`config.mk`:
```
export PLATFORM = sky130hd
export DESIGN_NAME = dvs_vid_seq
export DESIGN_NICKNAME = d
export VERILOG_FILES = /design/src/rtl/dvs_vid_pkg.sv /design/src/rtl/dvs_pacer.sv /design/src/rtl/dvs_step_unit.sv /design/src/rtl/dvs_vid_seq.sv
export SDC_FILE = /design/constraint.sdc
export NUM_CORES = 1
export LEC_CHECK = 0
export ABC_AREA = 1
export BUFFER_PORTS_ARGS = -buffer_cell sky130_fd_sc_hd__buf_2
export CORE_UTILIZATION = 40
export DETAILED_ROUTE_END_ITERATION = 10
export SYNTH_ARGS = -nofsm -noshare
export SYNTH_HDL_FRONTEND = slang
export SYNTH_SLANG_ARGS = --single-unit
export TNS_END_PERCENT = 10
```
`constraint.sdc`:
```
create_clock -name clk -period 3.7 [get_ports clk]
set_clock_uncertainty 0.15 [all_clocks]
set_input_delay 0 -clock clk [delete_from_list [all_inputs] [get_ports clk]]
set_output_delay 0 -clock clk [all_outputs]
set_load 0.03 [all_outputs]
```
`src/rtl/dvs_vid_pkg.sv`:
```
package dvs_vid_pkg;

  // Sequencer phases; the output decode depends only on these.
  typedef enum logic [2:0] {
    SEQ_OFF    = 3'd0,  // switching stopped, code parked at zero
    SEQ_SOFT   = 3'd1,  // fixed soft-start toward the floor code
    SEQ_RAMP   = 3'd2,  // paced stepping toward the target
    SEQ_SETTLE = 3'd3,  // one interval on target before unmasking
    SEQ_HOLD   = 3'd4   // regulating on target, power-good visible
  } seq_state_t;

  // Code that stands for the 0.5 V floor.
  localparam int unsigned FLOOR_CODE = 1;

  // Cycles in an interval of a given number of microseconds.
  function automatic int unsigned us_to_cycles(input int unsigned clk_khz,
                                               input int unsigned usec);
    return (clk_khz * usec) / 1000;
  endfunction

endpackage

```
`src/rtl/dvs_pacer.sv`:
```
// Interval counter: emits a one-cycle tick at the end of each step or
// soft-start interval. The counter restarts on every phase change.
module dvs_pacer #(
  parameter int unsigned SMALL_CYC = 300,
  parameter int unsigned LARGE_CYC = 600,
  parameter int unsigned SOFT_CYC  = 20000,
  localparam int unsigned MAX_CYC  = (SOFT_CYC > LARGE_CYC) ?
                                     ((SOFT_CYC > SMALL_CYC) ? SOFT_CYC : SMALL_CYC) :
                                     ((LARGE_CYC > SMALL_CYC) ? LARGE_CYC : SMALL_CYC),
  localparam int unsigned CNT_W    = $clog2(MAX_CYC + 1)
) (
  input  logic clk,
  input  logic rst_n,
  input  logic run,         // a timed phase is active
  input  logic restart,     // phase changes at the coming edge
  input  logic soft_mode,   // time the soft-start phase
  input  logic step_large,  // slow step pace
  output logic tick
);

  localparam logic [CNT_W-1:0] SMALL_LAST = CNT_W'(SMALL_CYC - 1);
  localparam logic [CNT_W-1:0] LARGE_LAST = CNT_W'(LARGE_CYC - 1);
  localparam logic [CNT_W-1:0] SOFT_LAST  = CNT_W'(SOFT_CYC - 1);

  logic [CNT_W-1:0] cnt_q;
  logic [CNT_W-1:0] cnt_d;
  logic [CNT_W-1:0] last;
  logic             cnt_en;

  // Limit picked live; ">=" keeps a mid-interval pace change from overrunning.
  always_comb begin
    if (soft_mode) begin
      last = SOFT_LAST;
    end else if (step_large) begin
      last = LARGE_LAST;
    end else begin
      last = SMALL_LAST;
    end
  end

  assign tick = run && (cnt_q >= last);

  always_comb begin
    cnt_en = 1'b1;
    if (!run || restart || tick) begin
      cnt_d = '0;
      cnt_en = (cnt_q != '0);
    end else begin
      cnt_d = cnt_q + 1'b1;
    end
  end

  always_ff @(posedge clk or negedge rst_n) begin
    if (!rst_n) begin
      cnt_q <= '0;
    end else if (cnt_en) begin
      cnt_q <= cnt_d;
    end
  end

endmodule

```
`src/rtl/dvs_step_unit.sv`:
```
// Target decode and one-code step toward the effective target.
module dvs_step_unit #(
  parameter int unsigned VID_W = 7
) (
  input  logic [VID_W-1:0] cur,
  input  logic [VID_W-1:0] tgt,
  output logic [VID_W-1:0] eff,      // target with code 0 mapped to the floor
  output logic [VID_W-1:0] nxt,      // cur moved one code toward eff
  output logic             at_tgt,   // cur already equals eff
  output logic             nxt_hit,  // nxt equals eff
  output logic             tgt_off,  // shutdown request
  output logic             tgt_wake  // target above the floor code
);

  import dvs_vid_pkg::*;

  localparam logic [VID_W-1:0] FLOOR = VID_W'(FLOOR_CODE);

  always_comb begin
    tgt_off  = (tgt == '0);
    tgt_wake = (tgt > FLOOR);
    eff      = tgt_off ? FLOOR : tgt;
    at_tgt   = (cur == eff);
    if (at_tgt) begin
      nxt = cur;
    end else if (eff > cur) begin
      nxt = cur + 1'b1;
    end else begin
      nxt = cur - 1'b1;
    end
    nxt_hit = (nxt == eff);
  end

endmodule

```
`src/rtl/dvs_vid_seq.sv`:
```
// Dynamic voltage scaling sequencer for one buck converter.
module dvs_vid_seq #(
  parameter int unsigned CLK_KHZ       = 100000,
  parameter int unsigned VID_W         = 7,
  parameter int unsigned STEP_US_SMALL = 3,
  parameter int unsigned STEP_US_LARGE = 6,
  parameter int unsigned SOFT_US       = 200
) (
  input  logic             clk,
  input  logic             rst_n,
  input  logic [VID_W-1:0] tgt_vid,
  input  logic             step_large,
  input  logic             decay_en,
  input  logic             below_floor,
  output logic [VID_W-1:0] vid,
  output logic             sw_en,
  output logic             force_pwm,
  output logic             ss_active,
  output logic             pg_mask
);

  import dvs_vid_pkg::*;

  localparam int unsigned SMALL_CYC = us_to_cycles(CLK_KHZ, STEP_US_SMALL);
  localparam int unsigned LARGE_CYC = us_to_cycles(CLK_KHZ, STEP_US_LARGE);
  localparam int unsigned SOFT_CYC  = us_to_cycles(CLK_KHZ, SOFT_US);
  localparam logic [VID_W-1:0] FLOOR = VID_W'(FLOOR_CODE);

  seq_state_t       state_q, state_d;
  logic [VID_W-1:0] vid_q, vid_d;
  logic             vid_en;

  logic [VID_W-1:0] eff_tgt, step_vid;
  logic             at_tgt, step_hits, tgt_off, tgt_wake;
  logic             tick, timed, phase_chg;

  // Target decode and stepping arithmetic.
  dvs_step_unit #(.VID_W(VID_W)) u_step (
    .cur      (vid_q),
    .tgt      (tgt_vid),
    .eff      (eff_tgt),
    .nxt      (step_vid),
    .at_tgt   (at_tgt),
    .nxt_hit  (step_hits),
    .tgt_off  (tgt_off),
    .tgt_wake (tgt_wake)
  );

  assign timed     = (state_q == SEQ_SOFT) || (state_q == SEQ_RAMP) ||
                     (state_q == SEQ_SETTLE);
  assign phase_chg = (state_d != state_q);

  // Step and soft-start pacing.
  dvs_pacer #(
    .SMALL_CYC (SMALL_CYC),
    .LARGE_CYC (LARGE_CYC),
    .SOFT_CYC  (SOFT_CYC)
  ) u_pacer (
    .clk        (clk),
    .rst_n      (rst_n),
    .run        (timed),
    .restart    (phase_chg),
    .soft_mode  (state_q == SEQ_SOFT),
    .step_large (step_large),
    .tick       (tick)
  );

  // Next-state and next-code logic.
  always_comb begin
    state_d = state_q;
    vid_d   = vid_q;
    unique case (state_q)
      SEQ_OFF: begin
        vid_d = '0;
        if (tgt_wake) begin
          vid_d   = FLOOR;
          state_d = below_floor ? SEQ_SOFT : SEQ_RAMP;
        end
      end
      SEQ_SOFT: begin
        if (tick) begin
          state_d = SEQ_RAMP;
        end
      end
      SEQ_RAMP: begin
        if (tick) begin
          if (at_tgt) begin
            state_d = SEQ_SETTLE;
          end else begin
            vid_d = step_vid;
            if (step_hits) begin
              state_d = SEQ_SETTLE;
            end
          end
        end
      end
      SEQ_SETTLE: begin
        if (tick) begin
          if (tgt_off && at_tgt) begin
            state_d = SEQ_OFF;
            vid_d   = '0;
          end else if (!at_tgt) begin
            state_d = SEQ_RAMP;
          end else begin
            state_d = SEQ_HOLD;
          end
        end
      end
      SEQ_HOLD: begin
        if (tgt_off || !at_tgt) begin
          state_d = SEQ_RAMP;
        end
      end
      default: begin
        state_d = SEQ_OFF;
        vid_d   = '0;
      end
    endcase
  end

  assign vid_en = (vid_d != vid_q);

  always_ff @(posedge clk or negedge rst_n) begin
    if (!rst_n) begin
      state_q <= SEQ_OFF;
    end else begin
      state_q <= state_d;
    end
  end

  always_ff @(posedge clk or negedge rst_n) begin
    if (!rst_n) begin
      vid_q <= '0;
    end else if (vid_en) begin
      vid_q <= vid_d;
    end
  end

  // Output decode from the phase register.
  assign vid       = vid_q;
  assign sw_en     = (state_q != SEQ_OFF);
  assign ss_active = (state_q == SEQ_SOFT);
  assign pg_mask   = (state_q != SEQ_HOLD);
  assign force_pwm = ((state_q == SEQ_RAMP) || (state_q == SEQ_SETTLE)) && !decay_en;

endmodule

```
Word-level counts from Yosys, hierarchy flattened
Index checks and enable logic that the tools add are counted.
{"block": "totals", "register_bits": 25, "output_inout_bits": 11, "word_cells": 59, "input_bits": 12}
{"block": "classes", "magnitude_cmp": 3, "n_eq_ne": 9, "addsub": 3, "n_mux": 24, "reduce_logical": 17}
{"cell": "$mux W7", "n": 7}
{"cell": "$mux W15", "n": 2}
{"cell": "$pmux W7 S4", "n": 1}
{"cell": "$mux W3", "n": 9}
{"cell": "$add A15 B1 Y15 const B", "n": 1}
{"cell": "$ge A15 B15 Y1", "n": 1}
{"cell": "$pmux W3 S5", "n": 1}
{"cell": "$reduce_bool A15 Y1", "n": 1}
{"cell": "$eq A7 B7 Y1", "n": 2}
{"cell": "$mux W10", "n": 1}
{"cell": "$add A7 B1 Y7 const B", "n": 1}
{"cell": "$gt A7 B1 Y1 const B", "n": 1}
{"cell": "$gt A7 B7 Y1", "n": 1}
{"cell": "$logic_not A7 Y1", "n": 1}
{"cell": "$ne A7 B7 Y1", "n": 1}
{"cell": "$sub A7 B1 Y7 const B", "n": 1}
{"cell": "$eq A3 B2 Y1 const B", "n": 2}
{"cell": "$logic_or A1 B1 Y1", "n": 6}
{"cell": "$eq A3 B1 Y1 const B", "n": 1}
{"cell": "$eq A3 B3 Y1 const B", "n": 1}
{"cell": "$logic_and A1 B1 Y1", "n": 3}
{"cell": "$logic_not A1 Y1", "n": 3}
{"cell": "$logic_not A3 Y1", "n": 1}
{"cell": "$ne A3 B3 Y1", "n": 1}
{"cell": "other kinds (5)", "n": 6}

Longest topological paths before layout
{"block": "logic_depth", "word_depth": 14, "ltp_mapped": 27, "depth_no_buf": 27}

Cells and area by module
From an unflattened synthesis, not the netlist that was laid out.
{"block": "unflattened", "hier_cells": 409, "area_unflattened_um2": 2721.4}
{"module": "dvs_pacer", "seq_area_each_um2": 375.4, "cells_each": 165, "area_per_inst_um2": 1237.4, "n_inst": 1}
{"module": "dvs_step_unit", "seq_area_each_um2": 0.0, "cells_each": 155, "area_per_inst_um2": 808.3, "n_inst": 1}
{"module": "dvs_vid_seq", "seq_area_each_um2": 250.2, "cells_each": 89, "area_per_inst_um2": 675.6, "n_inst": 1}

Worst setup path after synthesis
Ideal clock, no wire load.
{"block": "synth_timing", "path_kind": "register to register", "from": "register vid_q[1], in the netlist vid[1]", "to": "register state_q[0]", "path_slack_ps": 664, "path_stages_with_launch": 25, "period_less_slack_ps": 3036, "arrival_time_ps": 2766, "required_ps": 3430, "setup_ps": 120, "path_buffers": 2, "path_cell_list": "dfrtp_1 inv_1 ha_1 nand2_1 nor2_2 nand2_2 buf_6 nand2_1 ha_1 buf_2 nand2_1 nor2_1 nand2_1 inv_1 nor2_1 nand2_1 nand3_1 nand2_1 nand2_1 nand2_1 nand2_1 nand2_1 nand2_1 nand2_1 nand2_1"}
{"block": "synth_via", "elab_chain_cells": 8, "word_cells_on_any_way": 17, "cone_classes": "add/sub (2); order compare (1); eq/ne (2); mux (9); reduce/logical (3)"}
{"element": "from (decl)", "line": "dvs_vid_seq.sv:30", "rtl": "logic [VID_W-1:0] vid_q, vid_d;"}
{"element": "from (signal assigned)", "line": "dvs_vid_seq.sv:135", "rtl": "vid_q <= vid_d;"}
{"element": "$sub A7 B1 Y7, or another cell as far along", "line": "dvs_step_unit.sv:29", "rtl": "nxt = cur - 1'b1;"}
{"element": "$mux W7", "line": "dvs_step_unit.sv:26", "rtl": "end else if (eff > cur) begin"}
{"element": "$mux W7", "line": "dvs_step_unit.sv:24", "rtl": "if (at_tgt) begin"}
{"element": "$eq A7 B7 Y1", "line": "dvs_step_unit.sv:31", "rtl": "nxt_hit = (nxt == eff);"}
{"element": "$mux W3", "line": "dvs_vid_seq.sv:91", "rtl": "if (step_hits) begin"}
{"element": "$mux W3", "line": "dvs_vid_seq.sv:87", "rtl": "if (at_tgt) begin"}
{"element": "$mux W3", "line": "dvs_vid_seq.sv:86", "rtl": "if (tick) begin"}
{"element": "$pmux W3 S5 *", "line": "dvs_vid_seq.sv:72", "rtl": "unique case (state_q)"}
{"element": "net state_d[0]", "line": "dvs_vid_seq.sv:29", "rtl": "seq_state_t state_q, state_d;"}
{"element": "to (signal assigned)", "line": "dvs_vid_seq.sv:127", "rtl": "state_q <= state_d;"}
{"element": "to (decl)", "line": "dvs_vid_seq.sv:29"}
The timed path passes the listed nets; every way through them passes the cells marked *.
A chain may end at the register's enable or synchronous reset.

Worst setup path in the final report
{"block": "layout_timing", "from": "register vid_q[3], in the netlist vid[3]", "to": "register state_q[0]"}
The elaborated chain is that of the path after synthesis.

==> results.py <==
metrics = {
    "die": {
        "die_w_um": 81.51,
        "coreArea_sq_um": 6026,
        "initial_core_util": 0.4196,
        "io_pins": 23,
        "die_y_um": 81.51,
        "die_area_sq_um": 6644,
        "fp-row-count": 28,
    },
    "placed_design": {
        "place_inst": 465,
        "gp_congestion": 0.8567,
        "dp_hpwl_mm": 4.733,
        "io_buffers": 22,
    },
    "grt": {
        "grt_start_max_net_pins": 26,
        "antenna_found_initial": 0,
        "grt-ovfl-total": 0,
        "grt_pass1_wl_mm": 9.901,
        "grt_pass1_vias": 2143,
        "gr-usage-all-layers": 0.1900,
    },
    "clock_tree": {
        "cts_buffers": 3,
        "postCtsSetupRepairBufs": 0,
        "clkTransAtPathRegs_ns": 0.08,
        "cts.sinks": 25,
        "cts_max_level": 1,
        "clockRootBuffer": "clkbuf_8",
        "clockBufferDepth": 2,
        "cts_tree": "built",
        "insertion_delay_ns": 0.27,
    },
    "sta": {
        "period_minus_slack_ns": 3.254,
        "final_hold_viol_count": 0,
        "tns_ns": 0,
        "relSlewSlack": 0.5945,
        "tightest_slew_ns": 0.6061,
        "rsz0062_at_grt": "false",
        "fmax_mhz": 307.3,
        "finalMaxSlewViolations": 0,
        "post-route-period-util": 0.8795,
        "setup_viol": 0,
    },
    "worst_setup_path": {
        "crit_path_end_kind": "flop",
        "crit_path_top_delay_cell": "dfrtp_1",
        "worst-setup-path-type": "reg2reg",
        "crit_fanout": 7,
        "worstPathRequired_ns": 3.71,
        "crit_top_cell": "nand2_1",
        "worstPathArrival_ns": 3.26,
        "worstSetupStartpointType": "flop",
        "critPathMaxStageDelay_ns": 0.49,
        "path_cells": "inv_1 -> ha_1 -> nand2_1 -> nor2_4 -> nand2_1 -> nand2_1 -> nand2_1 -> ha_1 -> nand2_1 -> nand2_1 -> nand2_1 -> nand3_1 -> nand2_1 -> nand3_1 -> nand2_1 -> nand2_1 -> nand2_1 -> nor2_1 -> nand2_1 -> nand2_1 -> nand2_1 -> nand2_1",
    },
    "routing": {
        "wirelength_mm": 5.826,
        "vias": 2371,
        "firstDrtPassIters": 5,
        "postRouteAntennaNets": 0,
        "drt_iter0_markers": 109,
        "post_drt_wl_per_cell_um": 12.37,
        "drc": 0,
        "viasPerCell": 5.034,
    },
    "synth": {
        "synth_compound_area_frac": 0.09995,
        "synthTopCellsByCount": "nand2_1 (104), inv_1 (49), nor2_1 (34)",
        "avgSynthCellArea_sq_um": 6.743,
        "yosys_most_used_dff": "dfrtp_1",
        "synth.top_cell.area_share": 0.2474,
        "yosys_warnings": 0,
        "synth_edf_count": 0,
        "synth_fa_ha_area_frac": 0.1316,
        "synthTopCellsByArea": "dfrtp_1 (25%), nand2_1 (15%), ha_1 (12%), inv_1 (7.3%), nand3_1 (5.5%)",
        "syn-cell-area_sq_um": 2529,
        "synth-seq-cells": 25,
        "synth_xor_xnor_area_share": 0.02425,
        "synthArstFlopShare": 1.000,
        "synth_top_family_by_area": "simple AND/OR/NAND/NOR gates",
        "synthMuxAreaShare": 0,
        "synth_cell_types": 40,
        "yosys.area.top_type": "dfrtp_1",
        "synthSimpleGateAreaFrac": 0.3884,
        "seq_area_frac_synth": 0.2474,
        "synth_most_common_cell": "nand2_1",
        "synth_cells": 375,
        "synth_fp_nets": 413,
    },
    "cells_and_area": {
        "drive_gt1_frac": 0.1540,
        "antennaDiodeCount": 0,
        "syn2layout_area_growth_pct": 9.500,
        "final_nets": 435,
        "instances_no_fill": 471,
    },
    "flow_run": {
        "drv_cap": 0,
    },
    "pwr": {
        "cellPowerDensity_nw_per_um2": 176.0,
        "ir_drop_v": 0.0001542,
        "leakagePower_nw": 1.440,
    },
    "min_path": {
        "hp-class": "in2reg",
    },
    "outcome": {
        "status": "complete, no violations",
    },
}
[metrics by stage]
step	power, mW	utilization	hold WS [ns]	setup WS (ns)	area (sq um)
after floorplan	0.3090	-	-0.4456	0.6639	2529
after global placement	0.3278	0.4485	-0.1145	0.4061	2703
after detailed placement	0.3282	0.4485	-0.1043	0.4417	2703
after CTS	0.4976	0.4595	0.03427	0.4652	2769
after global routing	0.5133	0.4595	0.09385	0.04267	2769
final	0.4873	0.4595	0.04720	0.4459	2769
[registers in the layout (all words and copies together), names as in the netlist]
| signal | count |
|---|---|
| u_pacer.cnt_q | 15 |
| state_q | 3 |
| vid | 7 |
[worst paths after layout]
kind | from | endpoint | slack (ns) | cells past startpoint
worst max-delay path | vid[3] | state_q[0] | 0.45 | 22
worst min-delay path | tgt_vid[6] | state_q[0] | 0.05 | 7
worst max register to register | vid[3] | state_q[0] | 0.45 | 22
worst min register to register | state_q[2] | state_q[2] | 0.40 | 1
max in group asynchronous | rst_n | u_pacer.cnt_q[7] | 2.91 | 2
min in group asynchronous | rst_n | vid[0] | 0.10 | 2
[cell type report]
type                    count  area, sq um
multi-input cells         281         1629
fillers                   638         3257
well taps                  75        93.84
clock buffers               3        41.29
clock inverters             1        5.005
inverters                  59        221.5
repair buffers             27        152.6
flip-flops and latches     25        625.6
[metal layers]
| layer | up-vias | global-route usage | part of all wire |
|---|---|---|---|
| met5 | - | 0 | 0 |
| met4 | 0 | 0.02679 | 0.0046 |
| met3 | 2 | 0.02889 | 0.037 |
| met2 | 48 | 0.2900 | 0.42 |
| met1 | 1066 | 0.2842 | 0.53 |
| li1 | 1255 | - | - |
[cells by family after synthesis]
| kind of cell | Yosys count |
|---|---|
| AO/OA/AOI/OAI | 42 |
| XOR/XNOR | 7 |
| adder cells (fa/ha/maj) | 26 |
| buffers and inverters | 69 |
| flip-flops | 25 |
| AND/OR/NAND/NOR | 206 |
[placed cells by master (no fill, tap or decap), drive strengths merged]
cell type | netlist | routed
nand2 | 108 | 108
inv | 58 | 58
nor2 | 42 | 42
nand3 | 33 | 33
ha | 25 | 25
dfrtp | 25 | 25
buf | 6 | 25
a21oi | 15 | 15
o211ai | 10 | 10
o21ai | 10 | 10
nand4 | 9 | 9
xor2 | 5 | 5
nor3 | 4 | 4
nor3b | 4 | 4
nor4 | 3 | 3
clkbuf | 4 | 3
nand3b | 2 | 2
xnor2 | 2 | 2
a31oi | 2 | 2
dlygate4sd3 | 0 | 2
clkinv | 1 | 2
o21a | 1 | 1
o21bai | 1 | 1
o2111ai | 1 | 1
a211oi | 1 | 1
or2 | 1 | 1
a221oi | 1 | 1
fa | 1 | 1
[power by group]
group	total [mW]	internal [mW]	switching, mW
Combinational	0.0510	0.0187	0.0323
Clock	0.163	0.0753	0.0881
Sequential	0.273	0.273	0
[worst max-delay path: cells and delay by family, from the launching register on]
| kind | cells | cell delay (ns) |
|---|---|---|
| buffers and inverters | 1 | 0.13 |
| flip-flops | 1 | 0.49 |
| AND/OR/NAND/NOR | 19 | 1.64 |
| adder cells (fa/ha/maj) | 2 | 0.74 |
[repair_timing]
item | in CTS | in global routing
hold endpoints to repair | 27 | 0
gates resized for setup | 0 | 0
hold buffers | 2 | 0
No activity file was read; power rests on OpenSTA's default activity.
